**src/rtl/resv_pkg.sv**
```systemverilog
package resv_pkg;

  typedef enum logic [1:0] {
    OP_NONE  = 2'd0,
    OP_PLAIN = 2'd1,
    OP_LRES  = 2'd2,
    OP_SCOND = 2'd3
  } opClass_e;

  // Strobes from control to the datapath
  typedef struct packed {
    logic loadResv;   // aligned load-reserve: capture the reservation
    logic scTry;      // aligned store-conditional: evaluate, then clear
    logic alignErr;   // misaligned reservation operation
    logic extCancel;  // one of the external cancel inputs is asserted
    logic busReq;     // operation reaches the bus
    logic busAttr;    // bus access carries the reservation attribute
  } ctrlStrobe_t;

endpackage

```
**src/rtl/resv_ctrl.sv**
```systemverilog
module resv_ctrl
  import resv_pkg::*;
(
  input  opClass_e    opClass,
  input  logic [1:0]  addrLow,
  input  logic        cacheable,
  input  logic        cacheMiss,
  input  logic        cancelAN,
  input  logic        cancelBN,
  output ctrlStrobe_t strobes
);

  logic isResvOp;
  logic misaligned;
  logic faultNow;
  logic toBus;

  always_comb begin
    isResvOp   = (opClass == OP_LRES) || (opClass == OP_SCOND);
    misaligned = (addrLow != 2'b00);
    faultNow   = isResvOp && misaligned;
    // Cache-inhibited accesses and cache misses both reach the bus
    toBus      = (opClass != OP_NONE) && !faultNow && (!cacheable || cacheMiss);

    strobes.loadResv  = (opClass == OP_LRES) && !misaligned;
    strobes.scTry     = (opClass == OP_SCOND) && !misaligned;
    strobes.alignErr  = faultNow;
    strobes.extCancel = !cancelAN || !cancelBN;
    strobes.busReq    = toBus;
    // Cacheable storage assumes a single master: a cacheable miss goes out without the attribute
    strobes.busAttr   = toBus && isResvOp && !cacheable;
  end

endmodule

```
**src/rtl/resv_datapath.sv**
```systemverilog
module resv_datapath
  import resv_pkg::*;
#(
  parameter int ADDR_W = 32
) (
  input  logic              clk,
  input  logic              rst,
  input  ctrlStrobe_t       strobes,
  input  logic [ADDR_W-3:0] effWord,
  input  logic              snoopValid,
  input  logic              snoopWrite,
  input  logic              snoopFromComm,
  input  logic [ADDR_W-3:0] snoopWord,
  output logic              alignFault,
  output logic              scDone,
  output logic              scSuccess,
  output logic              busReq,
  output logic              busResvAttr
);

  localparam int WORD_W = ADDR_W - 2;

  logic              resvValid;
  logic [WORD_W-1:0] resvWord;
  logic              snoopHit;
  logic              dropNow;
  logic              passNow;

  always_comb begin
    snoopHit = resvValid && snoopValid && snoopWrite && snoopFromComm
               && (snoopWord == resvWord);
    dropNow  = strobes.extCancel || snoopHit;
    // A cancel or snoop hit in the same cycle makes the store fail
    passNow  = strobes.scTry && resvValid && (effWord == resvWord) && !dropNow;
  end

  always_ff @(posedge clk) begin
    if (rst) begin
      resvValid <= 1'b0;
      resvWord  <= '0;
    end else if (strobes.loadResv) begin
      // A new reservation takes priority over a cancel in the same cycle
      resvValid <= 1'b1;
      resvWord  <= effWord;
    end else if (strobes.scTry || dropNow) begin
      resvValid <= 1'b0;
    end
  end

  always_ff @(posedge clk) begin
    if (rst) begin
      alignFault  <= 1'b0;
      scDone      <= 1'b0;
      scSuccess   <= 1'b0;
      busReq      <= 1'b0;
      busResvAttr <= 1'b0;
    end else begin
      alignFault  <= strobes.alignErr;
      scDone      <= strobes.scTry;
      scSuccess   <= passNow;
      busReq      <= strobes.busReq;
      busResvAttr <= strobes.busAttr;
    end
  end

endmodule

```
**src/rtl/resv_monitor.sv**
```systemverilog
module resv_monitor
  import resv_pkg::*;
#(
  parameter int ADDR_W = 32
) (
  input  logic              clk,
  input  logic              rst,
  input  logic [1:0]        opClass,
  input  logic [ADDR_W-1:0] effAddr,
  input  logic              cacheable,
  input  logic              cacheMiss,
  input  logic              cancelAN,
  input  logic              cancelBN,
  input  logic              snoopValid,
  input  logic              snoopWrite,
  input  logic              snoopFromComm,
  input  logic [ADDR_W-3:0] snoopWord,
  output logic              alignFault,
  output logic              scDone,
  output logic              scSuccess,
  output logic              busReq,
  output logic              busResvAttr
);

  ctrlStrobe_t strobes;

  resv_ctrl ctrl_i (
    .opClass   (opClass_e'(opClass)),
    .addrLow   (effAddr[1:0]),
    .cacheable (cacheable),
    .cacheMiss (cacheMiss),
    .cancelAN  (cancelAN),
    .cancelBN  (cancelBN),
    .strobes   (strobes)
  );

  resv_datapath #(.ADDR_W(ADDR_W)) dp_i (
    .clk           (clk),
    .rst           (rst),
    .strobes       (strobes),
    .effWord       (effAddr[ADDR_W-1:2]),
    .snoopValid    (snoopValid),
    .snoopWrite    (snoopWrite),
    .snoopFromComm (snoopFromComm),
    .snoopWord     (snoopWord),
    .alignFault    (alignFault),
    .scDone        (scDone),
    .scSuccess     (scSuccess),
    .busReq        (busReq),
    .busResvAttr   (busResvAttr)
  );

endmodule

```
**config.mk**
```make
export PLATFORM = sky130hd
export DESIGN_NAME = resv_monitor
export DESIGN_NICKNAME = d
export VERILOG_FILES = /design/src/rtl/resv_pkg.sv /design/src/rtl/resv_ctrl.sv /design/src/rtl/resv_datapath.sv /design/src/rtl/resv_monitor.sv
export SDC_FILE = /design/constraint.sdc
export NUM_CORES = 1
export LEC_CHECK = 0
export ABC_AREA = 0
export BUFFER_PORTS_ARGS = -buffer_cell sky130_fd_sc_hd__buf_2
export CAP_MARGIN = 15
export CORE_MARGIN = 2
export CORE_UTILIZATION = 52
export DETAILED_ROUTE_END_ITERATION = 6
export PLACE_DENSITY_LB_ADDON = 0.12
export SYNTH_ARGS = -nofsm -noshare
export SYNTH_HDL_FRONTEND = slang
export SYNTH_SLANG_ARGS = --single-unit
```
**constraint.sdc**
```tcl
create_clock -name clk -period 2 [get_ports clk]
set_input_delay 0.4 -clock clk [delete_from_list [all_inputs] [get_ports clk]]
set_output_delay 0.4 -clock clk [all_outputs]
set_load 0.02 [all_outputs]
```
== Yosys cells after proc, flatten, opt, wreduce, memory -nomap -nowiden ==
Index checks and enable logic that the tools add are counted.

* Logic and storage cells: 41
* Bits in registers: 36
* Output and inout port bits: 5
* Bits of input ports: 73

* Reduce and logical (&&, ||, !) cells: 28
* Multiplexer cells: 2
* Equality and inequality tests: 4

{| class="wikitable"
|+ Operators with widths
! cell !! number
|-
| 30-bit == test || 2
|-
| 1-bit logical AND || 14
|-
| 1-bit logical NOT || 6
|-
| 2-bit nonzero test || 3
|-
| 1-bit logical OR || 5
|-
| 2-bit == test (second input constant) || 2
|-
| 1-bit two-way mux || 2
|}

== Depth between registers and ports, before layout ==
* Word-level depth: 8
* Depth in mapped cells: 7
* Gate-level depth less buffers: 5

== Cells and area by module ==
Synthesis repeated with hierarchy kept, for this count alone.

* Cells, all modules: 207
* Area, all modules: 1960.6 um2

{| class="wikitable"
|+ Modules (own cells, without submodules)
! module !! sequential area each (um2) !! times used !! area each (um2) !! cells an instance
|-
| resv_datapath || 720.7 || 1 || 1895.6 || 195
|-
| resv_ctrl || 0.0 || 1 || 65.1 || 12
|}

== Worst setup path after synthesis ==
OpenSTA, ideal clock, no wires.

* Path type: input to register
* Start: in effAddr[1]
* End: reg dp_i.resvWord[21]
* Data arrival time: 1.190 ns
* Setup time: 0.132 ns
* Stages on the path: 7
* Data required time: 1.868 ns
* Path slack: 0.678 ns
* Buffers on the path: 2
* Cells stage by stage: nor2_2 -> nand2_2 -> or2_1 -> buf_2 -> buf_6 -> nand2_1 -> a21oi_1

* Cells in the longest elaborated chain, start to end: 3

{| class="wikitable"
|+ Ends and longest elaborated chain
! item !! RTL line !! source
|-
| from (decl) || resv_monitor.sv:9 || <nowiki>input logic [ADDR_W-1:0] effAddr,</nowiki>
|-
| 2-bit nonzero test || resv_ctrl.sv:20 || <nowiki>misaligned = (addrLow != 2'b00);</nowiki>
|-
| 1-bit logical NOT || resv_ctrl.sv:25 || <nowiki>strobes.loadResv = (opClass == OP_LRES) && !misaligned;</nowiki>
|-
| 1-bit logical AND || resv_ctrl.sv:25 ||
|-
| to (signal assigned) || resv_datapath.sv:44 || <nowiki>resvWord <= effWord;</nowiki>
|-
| to (decl) || resv_datapath.sv:24 || <nowiki>logic [WORD_W-1:0] resvWord;</nowiki>
|}

Every way passes these cells.
A chain may end at the register's enable or synchronous reset.

== Worst setup path in the final report ==
* Start: reg dp_i.resvWord[19]
* End: reg dp_i.resvValid

* Cells in the longest elaborated chain, start to end: 5

{| class="wikitable"
|+ Ends and longest elaborated chain
! item !! RTL line !! source
|-
| 30-bit == test || resv_datapath.sv:31 || <nowiki>&& (snoopWord == resvWord);</nowiki>
|-
| 1-bit logical AND || resv_datapath.sv:31 ||
|-
| 1-bit logical OR || resv_datapath.sv:32 || <nowiki>dropNow = strobes.extCancel || snoopHit;</nowiki>
|-
| 1-bit logical OR || resv_datapath.sv:45 || <nowiki>end else if (strobes.scTry || dropNow) begin</nowiki>
|-
| 2-bit nonzero test (no source line) || -- ||
|-
| to (signal assigned) || resv_datapath.sv:39 || <nowiki>resvValid <= 1'b0;</nowiki>
|-
| to (signal assigned) || resv_datapath.sv:43 || <nowiki>resvValid <= 1'b1;</nowiki>
|-
| to (signal assigned) || resv_datapath.sv:46 || <nowiki>resvValid <= 1'b0;</nowiki>
|-
| to (decl) || resv_datapath.sv:23 || <nowiki>logic resvValid;</nowiki>
|}

Every way passes these cells.

==> results_dict.tcl <==
set metrics [dict create \
    design.portCount 78 \
    min_path_type "in -> reg" \
    clockPowerShare_pct 35.3 \
    tritoncts "yes" \
    port_buffers 77 \
    critical_path.max_stage_delay_ns 0.36 \
    async_flop_share_pct 0 \
    r2r.worst_path.cells 5 \
    portion_of_the_post_synthesis_area_used_by_sequential_elements_pct 36.4 \
    layout-drive-gt1-share_pct 28.1 \
    fmax_ghz 0.701 \
    largest_net_degree_at_the_start_of_global_routing 37 \
    grt_setup_unrepaired "no" \
    number_of_antenna_violations_at_the_first_check_in_global_routing 0 \
    seq_power_share_pct 49.1 \
    synthFlopType "sky130_fd_sc_hd__dfxtp_1" \
    finClkSkew_ns 0.00759 \
    power_density_nw_per_um2 617 \
    cts_hold_buffers 0 \
    drt-initial-drc-count 77 \
    reg2reg_slack_ns 0.57 \
    postLayoutCellArea_um2 2460 \
    clkSinkCount 36 \
    core_region_area_um2 3660 \
    comb_power_share_pct 15.5 \
    power.switching_mw 0.391 \
    irDropWorstVdd_mv 0.356 \
    postPlaceCellArea_um2 2370 \
    synth_area_um2 1980 \
    worst-endpoint-required_ns 2.16 \
    cap_violations 0 \
    timing.critical_path.from "dp_i.resvWord[19]$_SDFFE_PP0P_" \
    classification_of_the_worst_setup_path "reg -> reg" \
    crit_arrival_ns 1.59 \
    clkLatencyLatePin_ns 0.29 \
    leakagePower_nw 1.00 \
    antenna_violating_nets_left 0 \
    final.min_clock_period_ns 1.43 \
    cp_slowest_cell "sky130_fd_sc_hd__nor4_2" \
    final.hold.worst_slack_ns 0.287 \
    final-hold-violation-count 0 \
    drt_pre_antenna_iters 4 \
    synthesis.nets 317 \
    cellInternalPower_mw 1.13 \
    r2r_start "dp_i.resvWord[19]$_SDFFE_PP0P_" \
    hpwl_um 3590 \
    yosys.cell_count.top_type "sky130_fd_sc_hd__nand2_1" \
    post-cts-setup-buffers 0 \
    synth_cells 244 \
    worst-slew-pin-transition_ns 0.684 \
    worst_slew_margin_rel_pct 54.4 \
    ys_ff_latch 36 \
    num-nets-final 392 \
    outcome "complete, no violations" \
    post_synth_main_area_contributors "sky130_fd_sc_hd__dfxtp_1 36%, sky130_fd_sc_hd__xnor2_1 13%, sky130_fd_sc_hd__xor2_1 13%, sky130_fd_sc_hd__nand2_1 12%, sky130_fd_sc_hd__a21oi_1 7.6%" \
    htree_levels 2 \
    synth_top_cells_by_count "63 x sky130_fd_sc_hd__nand2_1, 36 x sky130_fd_sc_hd__dfxtp_1, 30 x sky130_fd_sc_hd__a21oi_1, 30 x sky130_fd_sc_hd__xnor2_1, 30 x sky130_fd_sc_hd__xor2_1" \
    pre_cts_ws_ns 0.409 \
    yosysTopAreaCell "sky130_fd_sc_hd__dfxtp_1" \
    critical_path_peak_fanout 3 \
    avgSynthCellArea_um2 8.11 \
    timing.critical_path.depth 5 \
    switching_share_pct 25.7 \
    synth_enable_flop_cells 0 \
    vias 1859 \
    end_kind "flip-flop" \
    overflow_left_after_global_routing 0 \
    cts_resized 0 \
    number_of_slew_limit_violations_in_the_final_report 0 \
    report.final.setup_viol 0 \
    grt_pass1_wl_um 7500 \
    critical-path-top-delay-family "simple AND/OR/NAND/NOR gates" \
    start_kind "flip-flop" \
    die_w_um 65.7 \
    critical_path_buf_inv_count 0 \
    fin_ws_ns 0.574 \
    critical_path.cell_chain "xor2_1, nor4_2, nand4_1, o21ai_0, o21ai_1" \
    die_h_um 65.7 \
    average_routed_wire_per_standard_cell_um 12.8 \
    viasPerCell 5.05 \
    synth_warnings 0 \
    wl_um 4730 \
    cts_buffer_depth 2 \
    worstReg2RegEnd "dp_i.resvValid$_SDFFE_PP0P_" \
    initial_core_util_pct 54.1 \
    placementRows 22 \
    critical_path.endpoint "dp_i.resvValid$_SDFFE_PP0P_" \
    cts_made_buffers 5 \
    gp_congestion 0.771 \
    timing.final.crit_share_pct 71.3 \
    ctsRootBufferMaster "sky130_fd_sc_hd__clkbuf_8" \
    syn_to_final_growth_pct 24.5 \
    total_track_usage_pct 23.1 \
    antenna_cells 0 \
    grt_pass1_vias 1698 \
    design.die.area_um2 4320 \
    cell_variety_after_synth 25 \
    tns_ns 0 \
    drc 0 \
    synth.top_cell.area_share_pct 36.4 \
    worst_setup_hold_path_clk_slew_ns 0.07 \
]
## routing by layer
layer / vias to the layer above / GRT usage [%] / wire [um]
met5: - / 0 / 0
met1: 821 / 28.6 / 2090
met4: 0 / 9.90 / 77
met2: 64 / 39.0 / 2240
li1: 966 / - / -
met3: 8 / 4.11 / 316
## logic make-up (layout without fill, tap and decap cells)
| logic type | after synthesis | in the layout | synth area share (%) |
|---|---|---|---|
| compound gates | 34 | 34 | 8.91 |
| xor+xnor | 60 | 60 | 26.5 |
| buf+inv | 12 | 88 | 3.67 |
| flops | 36 | 36 | 36.4 |
| simple gates | 102 | 102 | 24.5 |
## stage by stage
step           util (%)  power, mW  std cells
6_report           67.3       1.52        368
5_1_grt            67.3       1.57        368
4_1_cts            67.3       1.53        368
3_5_place_dp       64.8       1.00        360
3_3_place_gp       64.8      0.999        360
2_1_floorplan         -      0.885        244
## final cells by class
type	instances	area [um2]
clock buffers	8	90.1
fillers	335	1200
inverters	1	3.75
multi-input cells	196	1190
flip-flops and latches	36	721
well taps	48	60.1
repair buffers	79	400
## worst min path at each step
| stage | startpoint | endpoint | cells past startpoint |
|---|---|---|---|
| after floorplan | dp_i.resvValid$_SDFFE_PP0P_ | dp_i.scSuccess$_SDFF_PP0_ | 2 |
| after global placement | dp_i.resvWord[9]$_SDFFE_PP0P_ | dp_i.resvWord[9]$_SDFFE_PP0P_ | 2 |
| after detailed placement | dp_i.resvWord[20]$_SDFFE_PP0P_ | dp_i.resvWord[20]$_SDFFE_PP0P_ | 2 |
| after CTS | cacheable | dp_i.busResvAttr$_SDFF_PP0_ | 2 |
| after global routing | cacheable | dp_i.busResvAttr$_SDFF_PP0_ | 2 |
| final | cacheable | dp_i.busResvAttr$_SDFF_PP0_ | 2 |
## state kept, by name, indices dropped and copies added (netlist names)
register	count
dp_i.alignFault	1
dp_i.busReq	1
dp_i.busResvAttr	1
dp_i.resvValid	1
dp_i.resvWord	30
dp_i.scDone	1
dp_i.scSuccess	1
## worst register-to-register path, stage by stage, from the launching register on
cell,delay [ns]
sky130_fd_sc_hd__dfxtp_1,0.34
sky130_fd_sc_hd__xor2_1,0.17
sky130_fd_sc_hd__nor4_2,0.36
sky130_fd_sc_hd__nand4_1,0.17
sky130_fd_sc_hd__o21ai_0,0.18
sky130_fd_sc_hd__o21ai_1,0.08
## power by group through the flow
stage               Sequential (mW)  Combinational, mW  Clock, mW
finish                        0.746              0.236      0.537
global route                  0.748              0.263      0.563
floorplan                     0.764              0.120          0
detailed placement            0.763              0.238          0
global placement              0.763              0.237          0
CTS                           0.747              0.239      0.543
## placed cells by master, fill, tap and decap left out
cell and instances:
sky130_fd_sc_hd__a211oi_1 1, sky130_fd_sc_hd__a21oi_1 30, sky130_fd_sc_hd__a221oi_1 1, sky130_fd_sc_hd__buf_2 77, sky130_fd_sc_hd__buf_4 2, sky130_fd_sc_hd__clkbuf_1 2
sky130_fd_sc_hd__clkbuf_8 6, sky130_fd_sc_hd__dfxtp_1 36, sky130_fd_sc_hd__inv_1 1, sky130_fd_sc_hd__nand2_1 63, sky130_fd_sc_hd__nand2_2 1, sky130_fd_sc_hd__nand2b_1 1
sky130_fd_sc_hd__nand3_1 2, sky130_fd_sc_hd__nand4_1 11, sky130_fd_sc_hd__nor2_2 2, sky130_fd_sc_hd__nor3_1 3, sky130_fd_sc_hd__nor3_2 1, sky130_fd_sc_hd__nor3b_1 2
sky130_fd_sc_hd__nor4_1 14, sky130_fd_sc_hd__nor4_2 1, sky130_fd_sc_hd__o21ai_0 1, sky130_fd_sc_hd__o21ai_1 1, sky130_fd_sc_hd__or2_1 1, sky130_fd_sc_hd__xnor2_1 30
sky130_fd_sc_hd__xor2_1 30
No activity file was read; power rests on OpenSTA's default activity.
